===== config.mk =====
export PLATFORM = sky130hd
export DESIGN_NAME = pc_redirect_unit
export DESIGN_NICKNAME = d
export VERILOG_FILES = /design/src/rtl/flow_pkg.sv /design/src/rtl/flow_decode.sv /design/src/rtl/flow_target.sv /design/src/rtl/pc_redirect_unit.sv
export SDC_FILE = /design/constraint.sdc
export NUM_CORES = 1
export LEC_CHECK = 0
export ABC_AREA = 1
export BUFFER_PORTS_ARGS = -buffer_cell sky130_fd_sc_hd__buf_2
export CORE_ASPECT_RATIO = 1.75
export CORE_UTILIZATION = 37
export DETAILED_ROUTE_END_ITERATION = 8
export PLACE_DENSITY_LB_ADDON = 0.25
export SETUP_SLACK_MARGIN = 0.4
export SLEW_MARGIN = 25
export SYNTH_ARGS = -nofsm -noshare
export SYNTH_HDL_FRONTEND = slang
export SYNTH_SLANG_ARGS = --single-unit

===== constraint.sdc =====
create_clock -name clk -period 3.18 [get_ports clk]
set_input_delay 0.477 -clock clk [delete_from_list [all_inputs] [get_ports clk]]
set_output_delay 0.477 -clock clk [all_outputs]
set_load 0.02 [all_outputs]

===== src/rtl/flow_pkg.sv =====
package flow_pkg;

    typedef enum logic [1:0] {
        PCS_SEQ  = 2'b00,
        PCS_BR   = 2'b01,
        PCS_JAL  = 2'b10,
        PCS_JALR = 2'b11
    } pc_src_e;

    typedef enum logic [1:0] {
        CND_ZERO    = 2'd0,
        CND_NONZERO = 2'd1,
        CND_ONE     = 2'd2
    } br_cond_e;

    localparam logic [3:0] ALU_SUB  = 4'b0100;
    localparam logic [3:0] ALU_SLT  = 4'b1100;
    localparam logic [3:0] ALU_SLTU = 4'b1101;

    localparam logic [6:0] OPC_BRANCH = 7'h63;
    localparam logic [6:0] OPC_JAL    = 7'h6f;
    localparam logic [6:0] OPC_JALR   = 7'h67;

    typedef struct packed {
        logic     is_branch;
        logic     is_jal;
        logic     is_jalr;
        br_cond_e cond;
        logic [3:0] alu_op;
    } flow_ctl_t;

    function automatic flow_ctl_t classify(input logic [6:0] opc, input logic [2:0] f3);
        flow_ctl_t c;
        c.is_branch = 1'b0;
        c.is_jal    = 1'b0;
        c.is_jalr   = 1'b0;
        c.cond      = CND_ZERO;
        c.alu_op    = ALU_SUB;
        case (opc)
            OPC_JAL:  c.is_jal  = 1'b1;
            OPC_JALR: c.is_jalr = (f3 == 3'b000);
            OPC_BRANCH: begin
                case (f3)
                    3'b000: begin c.is_branch = 1'b1; c.cond = CND_ZERO;    c.alu_op = ALU_SUB;  end
                    3'b001: begin c.is_branch = 1'b1; c.cond = CND_NONZERO; c.alu_op = ALU_SUB;  end
                    3'b100: begin c.is_branch = 1'b1; c.cond = CND_ONE;     c.alu_op = ALU_SLT;  end
                    3'b101: begin c.is_branch = 1'b1; c.cond = CND_ZERO;    c.alu_op = ALU_SLT;  end
                    3'b110: begin c.is_branch = 1'b1; c.cond = CND_ONE;     c.alu_op = ALU_SLTU; end
                    3'b111: begin c.is_branch = 1'b1; c.cond = CND_ZERO;    c.alu_op = ALU_SLTU; end
                    default: c.is_branch = 1'b0;
                endcase
            end
            default: c.is_branch = 1'b0;
        endcase
        return c;
    endfunction

endpackage


===== src/rtl/flow_decode.sv =====
module flow_decode
    import flow_pkg::*;
#(
    parameter int XLEN = 32
) (
    input  logic [6:0]      opcode,
    input  logic [2:0]      funct3,
    input  logic            stall_ex,
    input  logic [XLEN-1:0] alu_result,
    output pc_src_e         pc_src,
    output logic [3:0]      alu_op,
    output logic            jump_live
);

    flow_ctl_t ctl;
    logic      res_zero;
    logic      res_one;
    logic      cond_met;

    always_comb begin
        ctl      = classify(opcode, funct3);
        res_zero = (alu_result == '0);
        res_one  = (alu_result == XLEN'(1));
        case (ctl.cond)
            CND_ZERO:    cond_met = res_zero;
            CND_NONZERO: cond_met = !res_zero;
            CND_ONE:     cond_met = res_one;
            default:     cond_met = 1'b0;
        endcase
    end

    always_comb begin
        if (stall_ex)                      pc_src = PCS_SEQ;
        else if (ctl.is_jal)               pc_src = PCS_JAL;
        else if (ctl.is_jalr)              pc_src = PCS_JALR;
        else if (ctl.is_branch && cond_met) pc_src = PCS_BR;
        else                               pc_src = PCS_SEQ;
    end

    assign alu_op    = ctl.alu_op;
    assign jump_live = !stall_ex && (ctl.is_jal || ctl.is_jalr);

endmodule


===== src/rtl/flow_target.sv =====
module flow_target
    import flow_pkg::*;
#(
    parameter int PC_W = 12,
    parameter int XLEN = 32
) (
    input  logic [31:7]     instr_hi,
    input  logic [PC_W-1:0] pc_fetch,
    input  logic [PC_W-1:0] pc_ex,
    input  logic [XLEN-1:0] rs1_data,
    input  pc_src_e         pc_src,
    output logic [PC_W-1:0] next_pc
);

    localparam int BR_BITS  = 13;
    localparam int JAL_BITS = 21;

    logic [BR_BITS-1:0]  br_byte;
    logic [JAL_BITS-1:0] jal_byte;
    logic [11:0]         jr_imm;
    logic signed [31:0]  br_words;
    logic signed [31:0]  jal_words;
    logic signed [31:0]  jr_words;
    logic [PC_W-1:0]     br_tgt;
    logic [PC_W-1:0]     jal_tgt;
    logic [PC_W-1:0]     jr_tgt;
    logic                unused_rs1;

    always_comb begin
        br_byte  = {instr_hi[31], instr_hi[7], instr_hi[30:25], instr_hi[11:8], 1'b0};
        jal_byte = {instr_hi[31], instr_hi[19:12], instr_hi[20], instr_hi[30:21], 1'b0};
        jr_imm   = instr_hi[31:20];
        br_words  = 32'($signed(br_byte[BR_BITS-1:2]));
        jal_words = 32'($signed(jal_byte[JAL_BITS-1:2]));
        jr_words  = 32'($signed(jr_imm[11:2]));
        br_tgt  = pc_ex + br_words[PC_W-1:0];
        jal_tgt = pc_ex + jal_words[PC_W-1:0];
        jr_tgt  = rs1_data[PC_W+1:2] + jr_words[PC_W-1:0];
    end

    assign unused_rs1 = ^{rs1_data[XLEN-1:PC_W+2], rs1_data[1:0], br_byte[1:0], jal_byte[1:0], jr_imm[1:0]};

    always_comb begin
        case (pc_src)
            PCS_BR:   next_pc = br_tgt;
            PCS_JAL:  next_pc = jal_tgt;
            PCS_JALR: next_pc = jr_tgt;
            default:  next_pc = pc_fetch + PC_W'(1);
        endcase
    end

endmodule


===== src/rtl/pc_redirect_unit.sv =====
module pc_redirect_unit
    import flow_pkg::*;
#(
    parameter int PC_W = 12,
    parameter int XLEN = 32
) (
    input  logic            clk,
    input  logic            rst,
    input  logic [31:0]     imem_rdata,
    input  logic [XLEN-1:0] alu_result,
    input  logic [XLEN-1:0] rs1_data,
    output logic [PC_W-1:0] pc_fetch,
    output logic [PC_W-1:0] pc_ex,
    output logic [31:0]     instr_ex,
    output logic [3:0]      br_alu_op,
    output logic [1:0]      pc_src,
    output logic            stall_fetch,
    output logic            stall_ex,
    output logic [XLEN-1:0] link_value,
    output logic            link_write
);

    localparam int PAD_W = XLEN - PC_W;

    logic [PC_W-1:0] pc_q;
    logic [PC_W-1:0] pcex_q;
    logic [31:0]     instr_q;
    logic            stall_q;
    logic [PC_W-1:0] next_pc;
    pc_src_e         src;
    logic            jump_live;

    flow_decode #(.XLEN(XLEN)) u_decode (
        .opcode     (instr_q[6:0]),
        .funct3     (instr_q[14:12]),
        .stall_ex   (stall_q),
        .alu_result (alu_result),
        .pc_src     (src),
        .alu_op     (br_alu_op),
        .jump_live  (jump_live)
    );

    flow_target #(.PC_W(PC_W), .XLEN(XLEN)) u_target (
        .instr_hi (instr_q[31:7]),
        .pc_fetch (pc_q),
        .pc_ex    (pcex_q),
        .rs1_data (rs1_data),
        .pc_src   (src),
        .next_pc  (next_pc)
    );

    always_ff @(posedge clk) begin
        if (rst) begin
            pc_q    <= '0;
            pcex_q  <= '0;
            instr_q <= '0;
            stall_q <= 1'b0;
        end else begin
            pc_q    <= next_pc;
            pcex_q  <= pc_q;
            instr_q <= imem_rdata;
            stall_q <= stall_fetch;
        end
    end

    assign pc_fetch    = pc_q;
    assign pc_ex       = pcex_q;
    assign instr_ex    = instr_q;
    assign stall_ex    = stall_q;
    assign pc_src      = src;
    assign stall_fetch = (src != PCS_SEQ);
    assign link_value  = {{PAD_W{1'b0}}, pc_q};
    assign link_write  = jump_live;

    AST_STALL_FOLLOWS: assert property (@(posedge clk) disable iff (rst)
        stall_fetch |=> stall_ex);
    AST_NO_BACK_TO_BACK: assert property (@(posedge clk) disable iff (rst)
        stall_ex |-> !stall_fetch);
    AST_SEQ_STEP: assert property (@(posedge clk) disable iff (rst)
        !stall_fetch |=> pc_fetch == $past(pc_fetch) + PC_W'(1));
    AST_EX_PC_TRAILS: assert property (@(posedge clk) disable iff (rst)
        1'b1 |=> pc_ex == $past(pc_fetch));
    AST_LINK_GATED: assert property (@(posedge clk) disable iff (rst)
        link_write |-> !stall_ex);
    AST_BR_NEEDS_OPCODE: assert property (@(posedge clk) disable iff (rst)
        pc_src == 2'b01 |-> instr_ex[6:0] == OPC_BRANCH);

endmodule


==> results of run 1 <==
[metrics by stage]
step | hold WS, ns | worst slack (ns) | utilization (%)
after floorplan | 0.5465 | 0.3234 | -
after global placement | 0.4852 | 0.006686 | 46.31
after detailed placement | 0.5035 | -0.02156 | 46.31
after CTS | 0.3356 | 0.3441 | 49.72
after global routing | 0.3516 | 0.01035 | 50.86
final | 0.3471 | 0.2483 | 50.86
[metal layers]
metal	vias to the layer above	GRT usage [%]
li1	2170	-
met1	1901	20.18
met2	132	41.70
met3	21	4.408
met4	0	8.365
met5	-	0
[cell families after synthesis]
| family | count (synthesis) |
|---|---|
| other | 2 |
| AO/OA/AOI/OAI | 40 |
| XOR/XNOR | 8 |
| buffers and inverters | 152 |
| adder cells (fa/ha/maj) | 29 |
| flip-flops | 57 |
| AND/OR/NAND/NOR | 331 |
[worst min-delay path, delay by kind of cell]
kind	cells	cell delay, ns
buffers and inverters	2	0.13
and+or+nand+nor	1	0.03
[synthesized netlist by cell type]
library cell,n
sky130_fd_sc_hd__nand2_1,144
sky130_fd_sc_hd__inv_1,107
sky130_fd_sc_hd__nor2_1,104
sky130_fd_sc_hd__dfxtp_1,57
sky130_fd_sc_hd__nand3_1,51
sky130_fd_sc_hd__buf_4,35
sky130_fd_sc_hd__ha_1,27
sky130_fd_sc_hd__a21oi_1,19
sky130_fd_sc_hd__nand4_1,12
sky130_fd_sc_hd__o21ai_0,8
sky130_fd_sc_hd__clkbuf_1,7
sky130_fd_sc_hd__nor3_1,7
sky130_fd_sc_hd__xor2_1,6
sky130_fd_sc_hd__o211ai_1,4
sky130_fd_sc_hd__nand3b_1,3
sky130_fd_sc_hd__o21bai_1,3
sky130_fd_sc_hd__buf_2,2
sky130_fd_sc_hd__conb_1,2
sky130_fd_sc_hd__fa_1,2
sky130_fd_sc_hd__nand3_2,2
sky130_fd_sc_hd__nor4_1,2
sky130_fd_sc_hd__o21ai_1,2
sky130_fd_sc_hd__xnor2_1,2
sky130_fd_sc_hd__a21o_1,1
sky130_fd_sc_hd__a22o_1,1
sky130_fd_sc_hd__clkbuf_8,1
sky130_fd_sc_hd__nand2_2,1
sky130_fd_sc_hd__nor2_2,1
sky130_fd_sc_hd__nor2_4,1
sky130_fd_sc_hd__nor3_4,1
sky130_fd_sc_hd__o221ai_1,1
sky130_fd_sc_hd__o311ai_0,1
sky130_fd_sc_hd__or2_1,1
sky130_fd_sc_hd__or2_2,1
[report_power, final]
part | internal [mW] | switching [mW] | leakage, nW
logic | 0.127 | 0.215 | 2.34
registers | 0.743 | 0.0249 | 0.471
clock network | 0.641 | 0.322 | 0.148
total | 1.51 | 0.562 | 2.96
[flip-flops by register name, indices dropped and copies added, names as in the netlist]
register	cells
pc_ex	12
instr_ex	32
pc_fetch	12
stall_ex	1
[layout make-up]
cell class	instances	area (sq um)	share of cell area, %
well taps	127	158.9	3.033
inverters	107	406.6	7.762
repair buffers	167	873.3	16.67
clock buffers	12	256.5	4.896
multi-input cells	430	2350	44.85
clock inverters	3	40.04	0.7643
flip-flops and latches	57	1154	22.02
[timing repair]
item | CTS | global route
setup buffers | 1 | 3
pin swaps | 12 | 14
hold endpoints to repair | 0 | 0
setup endpoints to repair | 10 | 10
hold buffers | 0 | 0
resized for setup | 14 | 27
[path summary, 6_finish.rpt]
| path | cells after the start | slack, ns | endpoint | startpoint |
|---|---|---|---|---|
| worst max-delay path | 23 | 0.25 | pc_fetch[6] | instr_ex[6] |
| worst min-delay path | 3 | 0.35 | instr_ex[0] | imem_rdata[0] |
| worst max register to register | 23 | 0.25 | pc_fetch[6] | instr_ex[6] |
| worst min register to register | 2 | 0.51 | pc_ex[10] | pc_fetch[10] |
==> impl_summary.txt, run 1 <==
----------------------------------------------------
[Finish]
  Final cell count without fillers ... ~900
  Most frequent cells in the layout ... 152 x sky130_fd_sc_hd__buf_2, 132 x sky130_fd_sc_hd__nand2_1, 103 x sky130_fd_sc_hd__inv_1, 99 x sky130_fd_sc_hd__nor2_1, 51 x sky130_fd_sc_hd__dfxtp_1
  Most common library cell in the layout ignoring fill and taps ... sky130_fd_sc_hd__buf_2
  Fraction of final layout cells sized beyond drive strength 1 ... about 30%
  Number of nets in the layout ... 899
  Fin area ... approximately 5200 sq um
  Number of filler cells placed in the layout ... 1066
  Area growth, synth to finish ... 32.75%
  Number of inserted diodes ... 0

[Clock network]
  Clock slew at reported path FFs ... 0.05 ns
  Clock tree sinks ... 57
  TritonCTS clock tree ... done
  Number of buffers created by CTS ... 9
  Latest clock arrival within the worst-skew pair ... between 0.3 and 0.4 ns
  Number of H-tree levels ... 3
  Maximum clock path buffer count ... 2
  Root buf cell ... sky130_fd_sc_hd__clkbuf_16

[Setup path]
  Number of buffer and inverter stages on the critical path ... 3
  Critical path peak fanout ... 5
  CP Launch Type ... register
  Cell mode on critical path ... sky130_fd_sc_hd__nand2_1
  Worst path required time ... approximately 3.4 ns
  Kind of critical path ... register to register
  Cell-by-cell listing of the critical path ... nand2_4, nor2_4, inv_2, nor4_2, nand4_1, a21oi_4, ha_4, inv_4, nand2_1, nand2_1, ha_2, fa_2, nand2_2, nand3_2, nand2_2, inv_4, nand2_2, nand2_1, nand2_1, nand3_1, nand2_1, nand2_1, a21oi_1
  Max stage delay cell, worst path ... sky130_fd_sc_hd__fa_2
  Arrival time at the worst endpoint ... about 3.2 ns
  Critical Path Max Stage Delay ... around 0.36 ns
  Setup crit end kind ... register
  Critical path's top delay family ... simple AND/OR/NAND/NOR gates

[GRT]
  Grt ovf ... 0
  Overall routing resource usage ... about a fifth
  Maximum number of pins on one net before global-route repair ... 29
  Via count of the first global-routing pass ... just over 4000
  Wire length of the first global-routing pass ... around 18000 um
  Initial antenna violation count ... 0

[Min path]
  Path type of the worst min-delay path ... input pin to register

[Floorplanning]
  # rows ... 49
  Core Region ... between 10000 and 15000 sq um
  Chip Height ... approximately 140 um
  Number of primary I/O pins ... between 150 and 200
  Total die area ... 11100 sq um
  Die width ... 80.07 um
  Initial Utilization ... roughly two fifths

[Route]
  Via count ... roughly 4200
  Total wire length after detailed routing ... around 11000 um
  M1 wire length ... about 4100 um
  Met3 WL post-DR ... about 550 um
  Number of DRC markers in iteration 0 ... 177
  First-pass iteration count of the detailed router ... 4
  Antenna viol nets, final ... 0
  Per-cell via count in the routed design ... between 4 and 5
  Detailed-route DRC error count ... 0
  Total length of routed met2 wires ... approximately 6500 um
  Average wire per standard cell ... 12.53 um
  Top sig layer ... met4

[Flow run]
  Total of max-cap violations ... 0

[Synthesis]
  Main combinational cell family by area after synthesis ... simple AND/OR/NAND/NOR gates
  Count of unique library cells instantiated by Yosys ... 34
  Register bit total from synthesis ... 57
  Compound-gate portion of the synthesized area ... a little under 6%
  Synth area leader ... sky130_fd_sc_hd__dfxtp_1
  Warnings from Yosys ... 0
  Simple-gate area share of the yosys netlist ... a little over a third
  Fraction of the yosys area taken by sequential cells ... 28.92%
  Synth Instances ... approximately 620
  Mean instance size in the synthesized netlist ... roughly 6.4 sq um
  Share of synthesized cell area in full adder, half adder and majority cells ... about a tenth
  Fraction of synthesized area in multiplexers ... 0%
  Xor/xnor cell area share of the yosys netlist ... 1.776%
  Cell area after synthesis ... about 3900 sq um
  Synth top area cells ... sky130_fd_sc_hd__dfxtp_1 29%, sky130_fd_sc_hd__nand2_1 14%, sky130_fd_sc_hd__inv_1 10%
  Portion of synthesized cell area occupied by the leading cell type ... between 20% and 30%

[Pwr]
  Power density over the cells ... slightly below 400 nW/um^2
  Leakage power ... slightly below 3 nW
  Maximum resistive drop on vdd ... 0.4107 mV
  Post-layout power ... approximately 2.1 mW

[Timing]
  Number of hold violations in the final report ... 0
  Portion of the clock cycle consumed by the worst path in the final layout ... slightly above 90%
  Slew at the pin closest to its max-slew limit ... approximately 0.59 ns
  Fin crit period ... 2.932 ns
  Final setup violation count ... 0
  Count of final max-slew check failures ... 0
  Worst slew margin relative to its limit ... around 61%
  Clock Skews ... approximately 0.0077 ns
  Total negative setup slack ... 0 ns
  Highest clock rate ... around 340 MHz
  Unrepaired setup endpoints after global routing ... true

[Placement]
  Half-perimeter wire length after detailed placement ... slightly above 9000 um
  Number of placed instances with taps included ... around 880
  GP Congestion ... 0.8724
  Cell area reported after detailed placement ... ~4800 sq um
  Port Buffer Count ... roughly 150

[Status]
  Run status ... finished, final reports clean

----------------------------------------------------
Note: power is estimated with default switching activity, not from simulation.
==> run 2: changes to the inputs <==
--- a/config.mk
+++ b/config.mk
@@ -8,7 +8,7 @@
 export ABC_AREA = 1
 export BUFFER_PORTS_ARGS = -buffer_cell sky130_fd_sc_hd__buf_2
 export CORE_ASPECT_RATIO = 1.75
-export CORE_UTILIZATION = 37
+export CORE_UTILIZATION = 42
 export DETAILED_ROUTE_END_ITERATION = 8
 export PLACE_DENSITY_LB_ADDON = 0.25
 export SETUP_SLACK_MARGIN = 0.4
==> impl_summary.txt, run 2 (synthesis gave the netlist of run 1 again) <==
----------------------------------------------------
[Clock network]
  Root buf cell ... sky130_fd_sc_hd__clkbuf_16
  Number of H-tree levels ... 3
  Number of buffers created by CTS ... 9
  Clock slew at reported path FFs ... roughly 0.05 ns
  Maximum clock path buffer count ... 2
  TritonCTS clock tree ... done
  Post-CTS Hold Buffers ... 0
  Latest clock arrival within the worst-skew pair ... ~0.33 ns
  Clock tree sinks ... 57

[Placement]
  Half-perimeter wire length after detailed placement ... a little over 9000 um
  Worst slack after detailed placement ... -0.05601 ns
  GP Congestion ... between 0.9 and 1
  Port Buffer Count ... around 150

[Finish]
  Most frequent cells in the layout ... 152 x sky130_fd_sc_hd__buf_2, 129 x sky130_fd_sc_hd__nand2_1, 103 x sky130_fd_sc_hd__inv_1, 93 x sky130_fd_sc_hd__nor2_1, 50 x sky130_fd_sc_hd__dfxtp_1
  Fraction of final layout cells sized beyond drive strength 1 ... between 30% and 40%
  Number of filler cells placed in the layout ... roughly 900
  Footprint of the multi-input gates ... roughly 2400 sq um
  Core utilization of the finished layout ... between 50% and 60%
  Area growth, synth to finish ... 36.24%
  Most common library cell in the layout ignoring fill and taps ... sky130_fd_sc_hd__buf_2
  Max FFs per register ... 32
  Total area of sequential cells ... roughly 1200 sq um
  Number of inserted diodes ... 0
  Number of nets in the layout ... slightly above 900

[Pwr]
  Leakage power ... between 3 and 4 nW
  Post-layout power ... ~2.1 mW
  Power density over the cells ... a little under 400 nW/um^2
  Maximum resistive drop on vdd ... around 0.32 mV

[Route]
  Via count ... roughly 4200
  Number of DRC markers in iteration 0 ... about 160
  First-pass iteration count of the detailed router ... 4
  Top sig layer ... met4
  Per-cell via count in the routed design ... roughly 4.7
  Total length of routed met2 wires ... around 6400 um
  Detailed-route DRC error count ... 0
  Antenna viol nets, final ... 0
  Average wire per standard cell ... 12.79 um
  Total wire length after detailed routing ... roughly 12000 um
  M1 wire length ... between 4000 and 5000 um
  Met3 WL post-DR ... roughly 460 um

[Setup path]
  Critical Path Max Stage Delay ... 0.35 ns
  Arrival time at the worst endpoint ... around 3.1 ns
  Cell-by-cell listing of the critical path ... nand2_4, nor2_4, inv_2, nor4_4, nand4_1, a21oi_4, ha_4, inv_4, buf_4, nand2_1, nand2_2, ha_4, nand2_1, nor2_2, nand3_2, nand4_1, nand3_1, nand2_1, nand2_1, a21oi_1
  Critical path peak fanout ... 4
  Worst path required time ... around 3.4 ns
  CP Launch Type ... register
  Cell mode on critical path ... sky130_fd_sc_hd__nand2_1
  Max stage delay cell, worst path ... sky130_fd_sc_hd__dfxtp_4
  Kind of critical path ... register to register
  Worst r2r path cells ... 20
  Setup crit end kind ... register

[Timing]
  Count of final max-slew check failures ... 0
  Portion of the clock cycle consumed by the worst path in the final layout ... between 90% and 100%
  Unrepaired setup endpoints after global routing ... true
  Clock Skews ... 0.01188 ns
  Worst Setup Slack, final ... 0.2851 ns
  Highest clock rate ... ~350 MHz
  Slew at the pin closest to its max-slew limit ... 0.5351 ns
  Worst slew margin relative to its limit ... between 60% and 70%
  Final setup violation count ... 0
  Number of hold violations in the final report ... 0
  Fin crit period ... ~2.9 ns

[GRT]
  Grt ovf ... 0
  Wire length of the first global-routing pass ... between 15000 and 20000 um
  Initial antenna violation count ... 0
  Maximum number of pins on one net before global-route repair ... 28
  Via count of the first global-routing pass ... ~4000
  Overall routing resource usage ... around a quarter

[Min path]
  Path type of the worst min-delay path ... input pin to register
  Worst hold path depth ... 3

[Floorplanning]
  Number of primary I/O pins ... 195
  Core Region ... just over 9000 sq um
  # rows ... 46
  Die width ... 75.28 um
  Chip Height ... between 100 and 150 um
  Total die area ... 9803 sq um
  Initial Utilization ... between 40% and 50%

[Status]
  Run status ... finished, final reports clean

[Flow run]
  Total of max-cap violations ... 0

----------------------------------------------------
==> run 2: cell types whose count changed in the layout (fill, tap and decap cells not counted), sizes merged <==
cell      delta
buf          +8
clkbuf       -3
inv          +2
clkinv       +1
clkinvlp     +1
==> run 2: metrics by stage <==
stage	area [sq um]	std cells	TNS, ns	hold WS (ns)
floorplan	4080	639	0	0.5465
global placement	4761	877	-0.006348	0.4886
detailed placement	4761	877	-0.1411	0.5016
CTS	5213	899	0	0.3370
global route	5376	905	0	0.3433
finish	5376	905	0	0.3460
==> run 2: worst max-delay path, delay by kind of cell (launching register included) <==
| kind | cells | cell delay (ns) |
|---|---|---|
| simple gates | 13 | 1.41 |
| compound gates | 2 | 0.33 |
| fa+ha+maj | 2 | 0.49 |
| flops | 1 | 0.35 |
| buf+inv | 3 | 0.24 |
==> run 2: power by group <==
group / internal (mW) / switching [mW] / leakage [nW] / total, mW
clock network: 0.612 / 0.355 / 0.146 / 0.967
registers: 0.742 / 0.0261 / 0.472 / 0.768
logic: 0.132 / 0.218 / 2.39 / 0.351
==> run 2: worst paths after layout <==
path                               startpoint      endpoint  slack, ns
worst max-delay path              instr_ex[6]  pc_fetch[10]       0.29
worst min-delay path            imem_rdata[6]   instr_ex[6]       0.35
worst min register to register   pc_fetch[10]     pc_ex[10]       0.50
worst max register to register    instr_ex[6]  pc_fetch[10]       0.29
==> run 2: timing repair <==
action / in CTS / in global routing
buffers inserted: 6 / 6
endpoints found under the setup margin: 10 / 10
pin swaps: 7 / 16
hold endpoints to repair: 0 / 0
resized for setup: 30 / 30
cloned: 0 / 0
==> run 2: layer usage <==
metal | GRT usage, % | up-vias
met5 | 0 | -
met3 | 4.247 | 23
met2 | 45.95 | 127
li1 | - | 2192
met1 | 23.79 | 1896
met4 | 9.695 | 0
==> run 2: layout make-up <==
type | count | share of cell area, %
multi-input cells | 430 | 45.08
flip-flops and latches | 57 | 21.48
repair buffers | 175 | 17.50
inverters | 107 | 7.517
clock buffers | 9 | 4.189
well taps | 120 | 2.793
clock inverters | 7 | 1.443
